===== src/rtl/flash_lock_pkg.sv =====
package flash_lock_pkg;
  localparam logic [7:0] CMD_LOCK_SETUP  = 8'h60;
  localparam logic [7:0] CMD_CONF_BLOCK  = 8'h01;
  localparam logic [7:0] CMD_CONF_MASTER = 8'hF1;
  localparam logic [7:0] CMD_CLR_STATUS  = 8'h50;
  localparam logic [7:0] CMD_RD_STATUS   = 8'h70;
  localparam logic [7:0] CMD_RD_ARRAY    = 8'hFF;

  typedef enum logic [1:0] {
    ST_IDLE  = 2'd0,
    ST_SETUP = 2'd1,
    ST_BUSY  = 2'd2
  } ctlState_t;

  typedef struct packed {
    logic arm;        // valid confirm: capture operands
    logic armMaster;  // the confirm targets the master lock
    logic commit;     // busy window ends this cycle
    logic seqErr;     // command sequence error
    logic clrStat;    // clear sticky flags
    logic showStatus; // read mux selects status
  } ctlStrobe_t;
endpackage


===== src/rtl/flash_lock_ctrl.sv =====
module flash_lock_ctrl
  import flash_lock_pkg::*;
#(
  parameter int CNT_W = 8
) (
  input  logic             clk,
  input  logic             rstN,
  input  logic             wrEn,
  input  logic [7:0]       wrData,
  input  logic [CNT_W-1:0] busyLen,
  output ctlStrobe_t       strobe,
  output logic             busy
);
  localparam logic [CNT_W-1:0] CNT_ONE = CNT_W'(1);

  ctlState_t        state;
  logic [CNT_W-1:0] cnt;
  logic             statusMode;
  logic             wrIdle, wrSetup, isConf, isKnown;

  assign wrIdle  = wrEn && (state == ST_IDLE);
  assign wrSetup = wrEn && (state == ST_SETUP);
  assign isConf  = (wrData == CMD_CONF_BLOCK) || (wrData == CMD_CONF_MASTER);
  assign isKnown = (wrData == CMD_LOCK_SETUP) || (wrData == CMD_CLR_STATUS) ||
                   (wrData == CMD_RD_STATUS)  || (wrData == CMD_RD_ARRAY);
  assign busy    = (state == ST_BUSY);

  always_comb begin
    strobe            = '0;
    strobe.arm        = wrSetup && isConf;
    strobe.armMaster  = wrSetup && (wrData == CMD_CONF_MASTER);
    strobe.commit     = busy && (cnt == CNT_ONE);
    strobe.seqErr     = (wrSetup && !isConf) || (wrIdle && !isKnown);
    strobe.clrStat    = wrIdle && (wrData == CMD_CLR_STATUS);
    strobe.showStatus = statusMode;
  end

  always_ff @(posedge clk) begin
    if (!rstN) begin
      state      <= ST_IDLE;
      cnt        <= '0;
      statusMode <= 1'b0;
    end else begin
      case (state)
        ST_IDLE: if (wrEn) begin
          case (wrData)
            CMD_LOCK_SETUP: begin
              state      <= ST_SETUP;
              statusMode <= 1'b1;
            end
            CMD_CLR_STATUS: ;
            CMD_RD_ARRAY:   statusMode <= 1'b0;
            default:        statusMode <= 1'b1;
          endcase
        end
        ST_SETUP: if (wrEn) begin
          if (isConf) begin
            state <= ST_BUSY;
            cnt   <= (busyLen == '0) ? CNT_ONE : busyLen;
          end else begin
            state <= ST_IDLE;
          end
        end
        ST_BUSY: begin
          if (cnt == CNT_ONE) state <= ST_IDLE;
          else                cnt   <= cnt - CNT_ONE;
        end
        default: state <= ST_IDLE;
      endcase
    end
  end

  assert_busy_shows_status_R10: assert property (@(posedge clk) disable iff (!rstN)
    busy |-> statusMode);

  assert_busy_holds_R3: assert property (@(posedge clk) disable iff (!rstN)
    (busy && cnt != CNT_ONE) |=> busy);

  assert_busy_ends_idle_R3: assert property (@(posedge clk) disable iff (!rstN)
    (busy && cnt == CNT_ONE) |=> (state == ST_IDLE));

  assert_strobes_exclusive_R9: assert property (@(posedge clk) disable iff (!rstN)
    $onehot0({strobe.arm, strobe.seqErr, strobe.clrStat, strobe.commit}));
endmodule


===== src/rtl/flash_lock_dp.sv =====
module flash_lock_dp
  import flash_lock_pkg::*;
#(
  parameter int NUM_BLOCKS = 4,
  parameter int BLK_W      = (NUM_BLOCKS > 1) ? $clog2(NUM_BLOCKS) : 1
) (
  input  logic                  clk,
  input  logic                  rstN,
  input  ctlStrobe_t            strobe,
  input  logic [BLK_W-1:0]      blkSel,
  input  logic                  vppOk,
  input  logic                  protHigh,
  input  logic                  busy,
  input  logic [7:0]            arrayIn,
  output logic [7:0]            rdData,
  output logic [NUM_BLOCKS-1:0] lockBits,
  output logic                  masterLock
);
  logic [BLK_W-1:0] pendBlk;
  logic pendMaster, pendVpp, pendProt;
  logic flagSeq, flagOp, flagVpp, flagProt;
  logic failVpp, failProt, doLock;
  logic [7:0] statusWord;

  assign failVpp  = strobe.commit && !pendVpp;
  assign failProt = strobe.commit && pendVpp && !pendMaster && masterLock && pendProt;
  assign doLock   = strobe.commit && !failVpp && !failProt;

  always_ff @(posedge clk) begin
    if (!rstN) begin
      pendBlk    <= '0;
      pendMaster <= 1'b0;
      pendVpp    <= 1'b0;
      pendProt   <= 1'b0;
    end else if (strobe.arm) begin
      pendBlk    <= blkSel;
      pendMaster <= strobe.armMaster;
      pendVpp    <= vppOk;
      pendProt   <= protHigh;
    end
  end

  always_ff @(posedge clk) begin
    if (!rstN) begin
      flagSeq  <= 1'b0;
      flagOp   <= 1'b0;
      flagVpp  <= 1'b0;
      flagProt <= 1'b0;
    end else if (strobe.clrStat) begin
      flagSeq  <= 1'b0;
      flagOp   <= 1'b0;
      flagVpp  <= 1'b0;
      flagProt <= 1'b0;
    end else begin
      if (strobe.seqErr) begin
        flagSeq <= 1'b1;
        flagOp  <= 1'b1;
      end
      if (failVpp) begin
        flagVpp <= 1'b1;
        flagOp  <= 1'b1;
      end
      if (failProt) begin
        flagProt <= 1'b1;
        flagOp   <= 1'b1;
      end
    end
  end

  always_ff @(posedge clk) begin
    if (!rstN)                     masterLock <= 1'b0;
    else if (doLock && pendMaster) masterLock <= 1'b1;
  end

  for (genvar b = 0; b < NUM_BLOCKS; b++) begin : g_lock
    always_ff @(posedge clk) begin
      if (!rstN)
        lockBits[b] <= 1'b0;
      else if (doLock && !pendMaster && (pendBlk == BLK_W'(b)))
        lockBits[b] <= 1'b1;
    end

    assert_lock_never_clears_R2: assert property (@(posedge clk) disable iff (!rstN)
      lockBits[b] |=> lockBits[b]);
  end

  assign statusWord = {~busy, 1'b0, flagSeq, flagOp, flagVpp, 1'b0, flagProt, 1'b0};
  assign rdData     = strobe.showStatus ? statusWord : arrayIn;

  assert_seq_pair_R4: assert property (@(posedge clk) disable iff (!rstN)
    flagSeq |-> flagOp);

  assert_sticky_op_R7: assert property (@(posedge clk) disable iff (!rstN)
    (flagOp && !strobe.clrStat) |=> flagOp);

  assert_sticky_vpp_R7: assert property (@(posedge clk) disable iff (!rstN)
    (flagVpp && !strobe.clrStat) |=> flagVpp);

  assert_sticky_prot_R7: assert property (@(posedge clk) disable iff (!rstN)
    (flagProt && !strobe.clrStat) |=> flagProt);

  assert_vpp_fail_keeps_R5: assert property (@(posedge clk) disable iff (!rstN)
    failVpp |=> ($stable(lockBits) && $stable(masterLock) && flagVpp));

  assert_prot_fail_keeps_R6: assert property (@(posedge clk) disable iff (!rstN)
    failProt |=> ($stable(lockBits) && flagProt));
endmodule


===== src/rtl/flash_lock_ctl.sv =====
module flash_lock_ctl
  import flash_lock_pkg::*;
#(
  parameter int NUM_BLOCKS = 4,
  parameter int ADDR_W     = 8,
  parameter int CNT_W      = 8
) (
  input  logic                  clk,
  input  logic                  rstN,
  input  logic                  wrEn,
  input  logic [ADDR_W-1:0]     wrAddr,
  input  logic [7:0]            wrData,
  input  logic [CNT_W-1:0]      busyLen,
  input  logic                  vppOk,
  input  logic                  protHigh,
  input  logic [7:0]            arrayIn,
  output logic [7:0]            rdData,
  output logic [NUM_BLOCKS-1:0] lockBits,
  output logic                  masterLock
);
  localparam int BLK_W = (NUM_BLOCKS > 1) ? $clog2(NUM_BLOCKS) : 1;

  ctlStrobe_t strobe;
  logic       busy;

  flash_lock_ctrl #(.CNT_W(CNT_W)) u_ctrl (
    .clk    (clk),
    .rstN   (rstN),
    .wrEn   (wrEn),
    .wrData (wrData),
    .busyLen(busyLen),
    .strobe (strobe),
    .busy   (busy)
  );

  flash_lock_dp #(.NUM_BLOCKS(NUM_BLOCKS), .BLK_W(BLK_W)) u_dp (
    .clk       (clk),
    .rstN      (rstN),
    .strobe    (strobe),
    .blkSel    (wrAddr[BLK_W-1:0]),
    .vppOk     (vppOk),
    .protHigh  (protHigh),
    .busy      (busy),
    .arrayIn   (arrayIn),
    .rdData    (rdData),
    .lockBits  (lockBits),
    .masterLock(masterLock)
  );
endmodule


===== config.mk =====
export PLATFORM = sky130hd
export DESIGN_NAME = flash_lock_ctl
export DESIGN_NICKNAME = d
export VERILOG_FILES = /design/src/rtl/flash_lock_pkg.sv /design/src/rtl/flash_lock_ctrl.sv /design/src/rtl/flash_lock_dp.sv /design/src/rtl/flash_lock_ctl.sv
export SDC_FILE = /design/constraint.sdc
export NUM_CORES = 1
export LEC_CHECK = 0
export ABC_AREA = 1
export BUFFER_PORTS_ARGS = -buffer_cell sky130_fd_sc_hd__buf_2
export CAP_MARGIN = 20
export CORE_ASPECT_RATIO = 0.8
export CORE_MARGIN = 2
export CORE_UTILIZATION = 46
export DETAILED_ROUTE_END_ITERATION = 7
export PLACE_DENSITY_LB_ADDON = 0.2
export SYNTH_ARGS = -nofsm -noshare
export SYNTH_HDL_FRONTEND = slang
export SYNTH_SLANG_ARGS = --single-unit
export TNS_END_PERCENT = 30

===== constraint.sdc =====
create_clock -name clk -period 1.1 [get_ports clk]
set_input_delay 0.165 -clock clk [delete_from_list [all_inputs] [get_ports clk]]
set_output_delay 0.165 -clock clk [all_outputs]
set_load 0.005 [all_outputs]

# Yosys cells after proc, flatten, opt, wreduce, memory -nomap -nowiden
# Cells that the tools add are included.
dict set report op_classes {
  n_addsub 1
  eq_ne 18
  muxes 16
  n_bitwise 3
  n_reduce_logical 41
}
# operator n
set ops {}
lappend ops {{8-bit two-way mux} 5}
lappend ops {{8-bit by 7-bit equality test with 1-bit output, second input constant} 3}
lappend ops {{1-bit logical AND} 21}
lappend ops {{8-bit by 1-bit equality test with 1-bit output, second input constant} 2}
lappend ops {{8-bit equality test, second input constant} 2}
lappend ops {{8-bit case mux with 2 select lines} 1}
lappend ops {{2-bit two-way mux} 5}
lappend ops {{2-bit != test, second input constant} 5}
lappend ops {{8-bit logical NOT} 1}
lappend ops {{4-bit AND reduction} 2}
lappend ops {{8-bit by 1-bit subtractor with 8-bit output, second input constant} 1}
lappend ops {{2-bit equality test, second input constant} 3}
lappend ops {{1-bit logical NOT} 6}
lappend ops {{2-bit case mux with 3 select lines} 1}
lappend ops {{1-bit logical OR} 5}
lappend ops {{2-bit by 1-bit equality test with 1-bit output, second input constant} 2}
lappend ops {{2-bit logical NOT} 2}
lappend ops {{1-bit two-way mux} 3}
lappend ops {{1-bit inverter} 3}
lappend ops {{3-bit AND reduction} 1}
lappend ops {{3-bit nonzero test} 1}
lappend ops {{2-bit by 1-bit != test with 1-bit output, second input constant} 1}
lappend ops {{1-bit case mux with 2 select lines} 1}
lappend ops {{2-bit nonzero test} 1}
lappend ops {{2-bit OR reduction} 1}
dict set report word_totals {
  register_bits 25
  input_bits 37
  out_inout_bits 13
  word_cells 95
}

# Longest topological paths before layout
# Gate-level depths: netlist of run 1.
dict set report logic_depth {
  depth_word 10
  mapped_depth 9
  depth_no_buf 9
}

# Modules after synthesis
# Synthesis of run 1 repeated with hierarchy kept, for this count alone.
dict set report unflattened {
  cells_unflattened 232
  hier_area_um2 1488.9
}
# module instances cells_per_inst area_each_um2 seq_area_each_um2
set modules_own_cells {}
lappend modules_own_cells {flash_lock_ctrl 1 145 895.9 220.2}
lappend modules_own_cells {flash_lock_dp 1 87 593.1 280.3}

# Worst setup path before layout of run 1
# Ideal clock, no wire load.
dict set report synth_path {
  path_type {register -> register}
  start {register u_ctrl.cnt[1]}
  end {register u_ctrl.cnt[7]}
  setup_time_ns 0.112
  t_arrival_ns 1.143
  required_ns 0.988
  slack_ns -0.154
  path_stages_with_launch 9
  n_path_buf 0
  period_less_slack_ns 1.254
  path_cell_list {dfxtp_1 > inv_1 > ha_1 > nand2_1 > nor2_4 > a21oi_1 > nand2_2 > nor2_1 > nor2_1}
}
dict set report synth_between {
  elab_chain_cells 3
  elab_cells_between_ends 6
  cone_classes {add/sub (1); eq/ne (2); mux (2); reduce/logical (1)}
}
# element line
set synth_rtl {}
lappend synth_rtl {{start, declared} flash_lock_ctrl.sv:17} ;# logic [CNT_W-1:0] cnt;
lappend synth_rtl {{start signal, assigned} flash_lock_ctrl.sv:59} ;# cnt <= (busyLen == '0) ? CNT_ONE : busyLen;
lappend synth_rtl {{start signal, assigned} flash_lock_ctrl.sv:66} ;# else cnt <= cnt - CNT_ONE;
lappend synth_rtl {{8-bit by 1-bit subtractor with 8-bit output or 8-bit by 1-bit equality test with 1-bit output (tied branches)} {flash_lock_ctrl.sv:66, flash_lock_ctrl.sv:65}}
lappend synth_rtl {{8-bit two-way mux or 2-bit != test (tied branches)} n/a}
lappend synth_rtl {{8-bit case mux with 2 select lines or 4-bit AND reduction (tied branches)} n/a}
# Several ways; a longest one is shown, not always the timed one. The select of a mux whose other input is x is not followed.
# A chain may end at the register's enable or synchronous reset.

# Worst setup path after layout of run 1
dict set report layout_path {
  start {register u_ctrl.cnt[1]}
  end {register u_dp.lockBits[0]}
}
dict set report layout_between {
  elab_chain_cells 10
  elab_cells_between_ends 13
  cone_classes {eq/ne (1); reduce/logical (12)}
}
# element line
set layout_rtl {}
lappend layout_rtl {{8-bit by 1-bit equality test with 1-bit output *} flash_lock_ctrl.sv:32} ;# strobe.commit = busy && (cnt == CNT_ONE);
lappend layout_rtl {{1-bit logical AND *} flash_lock_ctrl.sv:32}
lappend layout_rtl {{1-bit logical AND (4 in a row)} flash_lock_dp.sv:26} ;# assign failProt = strobe.commit && pendVpp && !pendMaster && masterLock && pendProt;
lappend layout_rtl {{1-bit logical NOT} flash_lock_dp.sv:27} ;# assign doLock = strobe.commit && !failVpp && !failProt;
lappend layout_rtl {{1-bit logical AND *} flash_lock_dp.sv:27}
lappend layout_rtl {{1-bit logical AND * (2 in a row)} flash_lock_dp.sv:79} ;# else if (doLock && !pendMaster && (pendBlk == BLK_W'(b)))
lappend layout_rtl {{end signal, assigned by index} flash_lock_dp.sv:78} ;# lockBits[b] <= 1'b0;
lappend layout_rtl {{end signal, assigned by index} flash_lock_dp.sv:80} ;# lockBits[b] <= 1'b1;
lappend layout_rtl {{end, declared} flash_lock_dp.sv:16} ;# output logic [NUM_BLOCKS-1:0] lockBits,
# Mark *: on every way between the ends. The rest lies on a longest branch, timed or not.

==> results of run 1 <==
[layout make-up]
class | count | area [µm²]
Inverter | 42 | 163
Sequential cell | 25 | 518
Timing Repair Buffer | 78 | 520
Fill cell | 293 | 1050
Multi-Input combinational cell | 190 | 1030
Tap cell | 42 | 52.6
Clock inverter | 1 | 5.00
Clock buffer | 3 | 41.3
[what timing repair did]
| action | in CTS | in global routing |
|---|---|---|
| endpoints found under the setup margin | 32 | 33 |
| gates cloned | 1 | 0 |
| gates resized for setup | 18 | 28 |
| buffers inserted | 2 | 1 |
| pin swaps | 7 | 15 |
| hold endpoints to repair | 0 | 0 |
[metal layers]
layer  share of wire, %  GRT usage (%)  wire, µm  up-vias
li1                   -              -         -      962
met5                  0              0         0        -
met3                4.1           4.49       171        5
met4               0.75           4.12        31        0
met1                 49           29.4      2020      784
met2                 47           35.2      1940       29
[cells in the final DEF, fill, tap and decap left out, types with 6 or more instances in the layout]
cell     synthesis  layout
buf_6            2       8
inv_1           38      34
a21oi_1         17      15
nor2_2           1      11
dfxtp_1         25      17
nand2_2          3       6
nand2_1         64      59
nand3_1         22      19
nor2_1          54      43
buf_4            1      26
buf_2            0      43
[flip-flops by register name, indices dropped and copies added (netlist names)]
name,count
u_ctrl.cnt,8
u_dp.pendMaster,1
u_dp.flagVpp,1
u_dp.flagOp,1
u_ctrl.state,2
u_dp.flagSeq,1
u_dp.flagProt,1
u_dp.masterLock,1
u_dp.pendVpp,1
u_dp.pendBlk,2
u_dp.pendProt,1
u_dp.lockBits,4
u_ctrl.statusMode,1
[cell usage after synthesis]
cell      instances
nand2_1          64
nor2_1           54
inv_1            38
dfxtp_1          25
nand3_1          22
a21oi_1          17
o21ai_0           8
nor2_4            4
inv_2             3
nand2_2           3
nor3_1            3
or2_2             3
buf_6             2
ha_1              2
nand3_2           2
nand4_1           2
buf_4             1
clkbuf_1          1
clkinv_1          1
mux2_2            1
nand2_4           1
nand4_4           1
nor2_2            1
nor3_2            1
o21ai_4           1
[through the flow]
stage / hold WS (ps) / setup slack (ps) / cell area, µm² / power [mW] / cells
final: 105 / -205 / 2330 / 1.72 / 381
after floorplan: 291 / -57.0 / 1640 / 1.05 / 261
after detailed placement: 391 / -189 / 2110 / 1.17 / 373
after global routing: 115 / -289 / 2330 / 1.81 / 381
after global placement: 385 / -168 / 2110 / 1.16 / 373
after CTS: 103 / -176 / 2230 / 1.73 / 380
[worst paths after layout]
check	from	depth (start not counted)	end
worst max-delay path	u_ctrl.cnt[1]$_SDFFE_PN0P_	8	u_dp.lockBits[0]$_SDFFE_PN0P_
worst min-delay path	wrAddr[1]	3	u_dp.pendBlk[1]$_SDFFE_PN0P_
worst max register to register	u_ctrl.cnt[1]$_SDFFE_PN0P_	8	u_dp.lockBits[0]$_SDFFE_PN0P_
worst min register to register	u_dp.lockBits[3]$_SDFFE_PN0P_	2	u_dp.lockBits[3]$_SDFFE_PN0P_
[power groups by stage]
stage | clock network [mW] | logic [mW] | registers, mW
finish | 0.559 | 0.248 | 0.913
global route | 0.617 | 0.275 | 0.914
CTS | 0.573 | 0.241 | 0.918
detailed placement | 0 | 0.231 | 0.937
global placement | 0 | 0.227 | 0.937
floorplan | 0 | 0.110 | 0.937
[worst max-delay path: stages, from the launching register on]
cell     delay, ps
dfxtp_2        350
inv_4           80
ha_4           140
nand2_4         60
nor2_4         120
nand3_2        110
nor2_4         160
nand3_1        100
a21oi_1        120
[logic make-up (layout without fill, tap and decap cells)]
logic type,after synthesis,count (layout),synth area share [%]
compound gates,26,26,8.83
flops,25,25,31.3
simple gates,161,161,45.7
fa+ha+maj,2,2,1.56
buf+inv,46,124,12.0
mux,1,1,0.703
==> results.py, run 1 <==
metrics = {
    "run_status": {
        "status": "finished with violations",
        "violations": "setup timing",
    },
    "synthesis": {
        "ys_seq_area_share_pct": 31.3,
        "synth-seq-cells": 25,
        "postSynthNetCount": 300,
        "avgSynthCellArea_um2": 6.14,
        "synth_area_um2": 1600,
        "ys_warn_count": 0,
        "ys_top_cells_by_area": "dfxtp_1 31%, nand2_1 15%, nor2_1 13%",
        "yosys.area.top_type_share_pct": 31.3,
        "yosys.cell_types.count": 25,
        "yosysTopAreaCell": "dfxtp_1",
        "syn_inst": 261,
    },
    "drt": {
        "first_pass_iters": 4,
        "num_vias": 1780,
        "ant_nets": 0,
        "wl_per_cell_um": 10.9,
        "drc_errors": 0,
        "vias_per_cell": 4.67,
        "drt-total-wl_mm": 4.16,
        "drt_iter0_drc": 81,
    },
    "timing": {
        "fin_setup_tns_ps": -3320,
        "setup_viol": 30,
        "period_needed_ps": 1310,
        "fin_crit_sh_pct": 119,
        "finClkSkew_ps": 2.39,
        "rsz0062_at_grt": "true",
        "hold_viol_final": 0,
        "tightest_slew_ps": 241,
        "max_freq_ghz": 0.766,
        "layout_setup_ws_ps": -205,
        "relSlewSlack_pct": 83.9,
        "drv_slew": 0,
    },
    "global_routing": {
        "grt_pass1_vias": 1601,
        "antenna_found_initial": 0,
        "grt_pass1_wl_mm": 6.87,
        "gr-total-overflow": 0,
        "grt_max_degree": 15,
        "grt_usage_pct": 21.5,
    },
    "floorplan": {
        "die_h_um": 56.8,
        "rows": 19,
        "dieArea_um2": 3970,
        "start_util_pct": 47.4,
        "coreArea_um2": 3380,
        "io_pins": 50,
        "die_x_um": 70.0,
    },
    "power": {
        "leakage_nw": 1.20,
        "power_frac_clock_pct": 32.5,
        "p_sw_share_pct": 25.4,
        "intPower_mw": 1.28,
        "power_frac_seq_pct": 53.1,
        "switchingPower_mw": 0.436,
        "ir_worst_vdd_v": 0.000904,
        "power_frac_comb_pct": 14.4,
        "power.density_nw_per_um2": 738,
    },
    "clocking": {
        "cts_tree": "done",
        "hold_buffers": 0,
        "cts_num_sinks": 25,
        "cts_made_buffers": 3,
        "clock_latency_ps": 270,
        "cts_buffer_depth": 2,
        "clockRootBuffer": "clkbuf_8",
        "cts.clk_slew.worst_paths_ps": 90,
        "h-tree-depth": 1,
    },
    "critical_path": {
        "endpoint_kind": "register",
        "critical_path_class": "register to register",
        "critPathMaxFanout": 5,
        "arrival_ps": 1520,
        "reg2reg_slack_ps": -210,
        "cp.required_ps": 1310,
        "critPathLaunchType": "register",
    },
    "placed_design": {
        "dp_hpwl_mm": 3.10,
        "numPortBuffers": 43,
        "place_congestion": 0.837,
    },
    "cells_and_area": {
        "syn2layout_area_growth_pct": 45.5,
        "drive_above_1_share_pct": 41.0,
        "antenna_cells": 0,
        "final_nets": 379,
        "final_util_pct": 69.0,
    },
    "flow_run": {
        "max_cap_viol_count": 0,
    },
    "min_path": {
        "hold_path.class": "input port to register",
    },
}
No activity file was read; power rests on OpenSTA's default activity.
==> run 2: changes to the inputs <==
--- a/config.mk
+++ b/config.mk
@@ -6,12 +6,12 @@
 export NUM_CORES = 1
 export LEC_CHECK = 0
 export ABC_AREA = 1
-export BUFFER_PORTS_ARGS = -buffer_cell sky130_fd_sc_hd__buf_2
 export CAP_MARGIN = 20
 export CORE_ASPECT_RATIO = 0.8
 export CORE_MARGIN = 2
-export CORE_UTILIZATION = 46
+export CORE_UTILIZATION = 41
 export DETAILED_ROUTE_END_ITERATION = 7
+export DONT_BUFFER_PORTS = 1
 export PLACE_DENSITY_LB_ADDON = 0.2
 export SYNTH_ARGS = -nofsm -noshare
 export SYNTH_HDL_FRONTEND = slang
==> run 2 against run 1 <==
Against the previous run:
- utilization fell by 12 points
- sequential power is essentially flat
- count of clock-buffer cells in the layout increased by 1
- combinational power down 36%
- global-route usage down 3.2 points
- power down 5.6%
- largest cell class unchanged
- via count fell by 8.8%
- critical path depth increased by 1
- the flow still finishes with violations (setup timing)
- cell count shrank 7.9%
- final area fell by 7.5%
==> results.py, run 2 (synthesis gave the netlist of run 1 again) <==
metrics = {
    "critical_path": {
        "crit_path_cell_trace": "buf_4 > nor2_1 > nand2_1 > o21ai_0 > nand3_1 > nand2_1 > nand2_1 > nand2_1 > nor2_1",
        "endpoint_kind": "register",
        "critPathMaxFanout": 4,
        "crit_path_max_incr_delay_ps": 340,
        "cpMaxStageDelayCell": "dfxtp_2",
        "arrival_ps": 1490,
        "critPathLaunchType": "register",
        "crit_top_cell": "nand2_1",
        "path_delay_family": "simple AND/OR/NAND/NOR gates",
        "critical_path_class": "register to register",
        "r2r_start": "u_ctrl.cnt[2]$_SDFFE_PN0P_",
        "cp.required_ps": 1270,
        "crit_buf_inv": 1,
        "timing.critical_path.from": "u_ctrl.cnt[2]$_SDFFE_PN0P_",
    },
    "clocking": {
        "cts_made_buffers": 3,
        "clock_latency_ps": 270,
        "cts_num_sinks": 25,
        "clockRootBuffer": "clkbuf_8",
        "cts_buffer_depth": 2,
        "cts_tree": "done",
        "h-tree-depth": 1,
        "cts.clk_slew.worst_paths_ps": 90,
    },
    "floorplan": {
        "coreArea_um2": 3780,
        "io_pins": 50,
        "die_x_um": 73.9,
        "rows": 20,
        "start_util_pct": 42.4,
        "dieArea_um2": 4430,
        "die_h_um": 59.9,
    },
    "global_routing": {
        "gr-total-overflow": 0,
        "grt_pass1_wl_mm": 6.30,
        "grt_usage_pct": 18.3,
        "antenna_found_initial": 0,
        "grt_pass1_vias": 1476,
        "grt_max_degree": 14,
    },
    "cells_and_area": {
        "reg.largest.list": "u_ctrl.cnt: 8 flops, u_dp.lockBits: 4 flops",
        "antenna_cells": 0,
        "final_cell_mix": "60 x nand2_1, 42 x nor2_1, 33 x inv_1, 24 x buf_4, 18 x nand3_1",
        "final_common_cell": "nand2_1",
        "final_nets": 336,
        "fillers": 356,
        "syn2layout_area_growth_pct": 34.6,
        "largest_register_ffs": 8,
        "regMostFlops": "u_ctrl.cnt",
        "drive_above_1_share_pct": 33.8,
    },
    "power": {
        "p_total_mw": 1.62,
        "ir_worst_vdd_v": 0.000647,
        "leakage_nw": 1.03,
        "power.density_nw_per_um2": 753,
    },
    "placed_design": {
        "dpl_worst_slack_ps": -193,
        "dp_hpwl_mm": 2.79,
        "place_congestion": 0.851,
        "numPortBuffers": 0,
    },
    "timing": {
        "rsz0062_at_grt": "true",
        "period_needed_ps": 1330,
        "fin_setup_tns_ps": -2620,
        "max_freq_ghz": 0.753,
        "setup_viol": 20,
        "layout_setup_ws_ps": -228,
        "fin_crit_sh_pct": 121,
        "finClkSkew_ps": 5.75,
        "drv_slew": 0,
        "relSlewSlack_pct": 80.0,
        "tightest_slew_ps": 298,
        "hold_viol_final": 0,
    },
    "drt": {
        "first_pass_iters": 4,
        "wl_per_cell_um": 11.3,
        "drt-total-wl_mm": 3.95,
        "vias_per_cell": 4.62,
        "num_vias": 1623,
        "drt_iter0_drc": 94,
        "ant_nets": 0,
        "drc_errors": 0,
    },
    "min_path": {
        "hold_path.class": "input port to register",
        "hp-start": "rstN",
    },
    "flow_run": {
        "max_cap_viol_count": 0,
    },
    "run_status": {
        "status": "finished with violations",
        "violations": "setup timing",
    },
}
[run 2: changes by cell type in the layout (fill, tap and decap cells not counted), moves of 3 or more]
| cell | change |
|---|---|
| a21oi_1 | -4 |
| o21ai_0 | +3 |
| a21oi_2 | +4 |
| o21ai_1 | -3 |
| dfxtp_2 | +3 |
| buf_2 | -43 |
[run 2: timing repair]
| action | in CTS | in global routing |
|---|---|---|
| endpoints found under the setup margin | 29 | 29 |
| hold buffers | 1 | 1 |
| pin swaps | 8 | 19 |
| setup buffers | 2 | 3 |
| endpoints found under the hold margin | 4 | 1 |
| gates resized for setup | 14 | 37 |
[run 2: worst register-to-register path: cells and delay by family, from the launching register on]
kind            cells  cell delay [ps]
compound gates      1              200
flops               1              340
simple gates        7              540
buf+inv             1              150
[run 2: final cells by class]
type	instances	area, µm²	share of cell area [%]
Tap cell	55	68.8	3.19
Inverter	42	163	7.54
Clock buffer	4	45.0	2.09
Sequential cell	25	514	23.9
Multi-Input combinational cell	190	1060	49.2
Timing Repair Buffer	35	305	14.2
[run 2: power breakdown]
group | switching (mW) | internal, mW | total, mW
Sequential | 0.00412 | 0.910 | 0.914
Clock | 0.291 | 0.259 | 0.550
Combinational | 0.0918 | 0.0675 | 0.159
Total | 0.387 | 1.24 | 1.62
[run 2: per-layer routing]
metal	part of all wire, %	up-vias	GRT usage (%)
met5	0	-	0
met4	0.78	0	3.12
met3	5.6	4	5.40
met2	45	42	29.0
met1	48	699	25.1
li1	-	878	-
[run 2: path summary, 6_finish.rpt]
kind,slack [ps],cells after the start,endpoint
min,10,2,u_ctrl.cnt[6]$_SDFFE_PN0P_
max,-230,9,u_ctrl.cnt[5]$_SDFFE_PN0P_
min reg2reg,470,2,u_dp.lockBits[3]$_SDFFE_PN0P_
max reg2reg,-230,9,u_ctrl.cnt[5]$_SDFFE_PN0P_
[run 2: per-stage QoR]
stage	area, µm²	hold slack (ps)	std cells	util (%)
floorplan	1640	291	261	-
global placement	1890	285	340	50.0
detailed placement	1890	285	340	50.0
CTS	2000	3.27	347	53.0
global route	2160	12.8	351	57.1
finish	2160	13.3	351	57.1
==> run 3: changes to the inputs <==
--- a/config.mk
+++ b/config.mk
@@ -10,6 +10,7 @@
 export CORE_ASPECT_RATIO = 0.8
 export CORE_MARGIN = 2
 export CORE_UTILIZATION = 41
+export CTS_CLUSTER_SIZE = 10
 export DETAILED_ROUTE_END_ITERATION = 7
 export DONT_BUFFER_PORTS = 1
 export PLACE_DENSITY_LB_ADDON = 0.2
==> constraint.sdc (replaced) <==
create_clock -name clk -period 1.2 [get_ports clk]
set_input_delay 0.18 -clock clk [delete_from_list [all_inputs] [get_ports clk]]
set_output_delay 0.18 -clock clk [all_outputs]
set_load 0.005 [all_outputs]
==> run 3 against run 2 <==
Against the previous run:
- register-to-register slack improved by 140 ps
- critical endpoint is now u_dp.lockBits[1]$_SDFFE_PN0P_
- sequential power fell by 8.9%
- combinational power shrank 14%
- power shrank 9.1%
- cell count fell by 1.7%
- the flow still finishes with violations (setup timing)
- die area is the same
- flip-flop and latch count stayed put
- via count is 2.3% lower
- setup slack improved by 140 ps
- largest cell class unchanged
==> results.py, run 3 (synthesis gave the netlist of run 1 again) <==
metrics = {
    "floorplan": {
        "coreArea_um2": 3780,
        "die_h_um": 59.9,
        "die_x_um": 73.9,
        "dieArea_um2": 4430,
        "rows": 20,
        "start_util_pct": 42.4,
        "io_pins": 50,
    },
    "drt": {
        "first_pass_iters": 4,
        "num_vias": 1586,
        "drt_iter0_drc": 64,
        "vias_per_cell": 4.60,
        "drc_errors": 0,
        "wl_per_cell_um": 10.8,
        "drt-total-wl_mm": 3.72,
        "ant_nets": 0,
    },
    "clocking": {
        "cts_buffer_depth": 2,
        "clock_latency_ps": 270,
        "cts_tree": "done",
        "h-tree-depth": 1,
        "clockRootBuffer": "clkbuf_8",
        "cts.clk_slew.worst_paths_ps": 90,
        "cts_made_buffers": 3,
        "cts_num_sinks": 25,
    },
    "timing": {
        "finClkSkew_ps": 5.65,
        "max_freq_ghz": 0.777,
        "fin_crit_sh_pct": 107,
        "tightest_slew_ps": 239,
        "layout_setup_ws_ps": -86.8,
        "hold_viol_final": 0,
        "setup_viol": 13,
        "period_needed_ps": 1290,
        "rsz0062_at_grt": "true",
        "whs_ps": 12.6,
        "drv_slew": 0,
        "fin_setup_tns_ps": -728,
        "relSlewSlack_pct": 84.0,
    },
    "cells_and_area": {
        "final_cells": 345,
        "regMostFlops": "u_ctrl.cnt",
        "syn2layout_area_growth_pct": 31.6,
        "final_nets": 330,
        "final_util_pct": 55.8,
        "fin_area_um2": 2110,
        "reg.largest.list": "u_ctrl.cnt: 8 flops, u_dp.lockBits: 4 flops",
        "final_cell_mix": "60 x nand2_1, 44 x nor2_1, 34 x inv_1, 21 x buf_4, 17 x nand3_1",
        "largest_register_ffs": 8,
        "final_common_cell": "nand2_1",
        "drive_above_1_share_pct": 32.4,
        "antenna_cells": 0,
    },
    "power": {
        "ir_worst_vdd_v": 0.000384,
        "leakage_nw": 0.997,
        "p_total_mw": 1.48,
        "power.density_nw_per_um2": 700,
    },
    "placed_design": {
        "postPlaceCellArea_um2": 1820,
        "numPortBuffers": 0,
        "place_congestion": 0.816,
        "dp.cells": 335,
        "dp_hpwl_mm": 2.82,
        "dpl_worst_slack_ps": -131,
    },
    "run_status": {
        "status": "finished with violations",
        "violations": "setup timing",
    },
    "global_routing": {
        "grt_pass1_wl_mm": 5.93,
        "gr-total-overflow": 0,
        "grt_usage_pct": 17.0,
        "grt_max_degree": 16,
        "grt_pass1_vias": 1356,
        "antenna_found_initial": 0,
    },
    "critical_path": {
        "critPathLaunchType": "register",
        "critical_path_class": "register to register",
        "endpoint_kind": "register",
        "cp.required_ps": 1410,
        "arrival_ps": 1500,
        "critPathMaxFanout": 5,
    },
    "flow_run": {
        "max_cap_viol_count": 0,
    },
    "min_path": {
        "hold_path.class": "input port to register",
    },
}
==> run 3: cell types whose count changed in the layout (fill, tap and decap cells not counted), sizes merged <==
cell / previous run / this run
clkbuf: 4 / 3
clkinvlp: 0 / 1
buf: 33 / 27
==> run 3: power by group <==
part / switching (mW) / total [mW] / internal (mW)
clock network: 0.271 / 0.506 / 0.235
logic: 0.0794 / 0.136 / 0.0568
registers: 0.00343 / 0.833 / 0.830
total: 0.353 / 1.48 / 1.12
==> run 3: path summary, 6_finish.rpt <==
check             slack, ps                           from                            end  cells past startpoint
setup / recovery        -90     u_ctrl.cnt[1]$_SDFFE_PN0P_  u_dp.lockBits[1]$_SDFFE_PN0P_                      8
hold / removal           10                           rstN     u_ctrl.cnt[2]$_SDFFE_PN0P_                      2
setup reg to reg        -90     u_ctrl.cnt[1]$_SDFFE_PN0P_  u_dp.lockBits[1]$_SDFFE_PN0P_                      8
hold reg to reg         470  u_dp.lockBits[2]$_SDFFE_PN0P_  u_dp.lockBits[2]$_SDFFE_PN0P_                      2
==> run 3: worst max-delay path, cell delays in order (launching register included) <==
cell and delay [ps]:
dfxtp_2 340, inv_4 80, ha_4 130, nand2_4 60
nor2_4 130, nand3_2 100, nor2_4 170, nand3_1 90
a21oi_1 120
==> run 3: final cells by class <==
cell class	count	area, µm²
flip-flops and latches	25	519
repair buffers	29	254
inverters	42	160
fillers	384	1670
multi-input cells	190	1060
clock inverters	1	7.51
clock buffers	3	41.3
well taps	55	68.8
==> run 3: repair_timing <==
action                                  CTS  global route
buffers inserted                          2             2
pin swaps                                14            12
endpoints found under the setup margin   17            25
resized for setup                        27            34
hold buffers                              1             1
endpoints found under the hold margin     1             1
==> run 3: layer usage <==
metal  vias up  routed length (µm)  track usage (%)
li1        866                   -                -
met5         -                   0                0
met4         0                  27             3.90
met2        27                1640             26.1
met3         2                 140             3.04
met1       691                1920             24.8
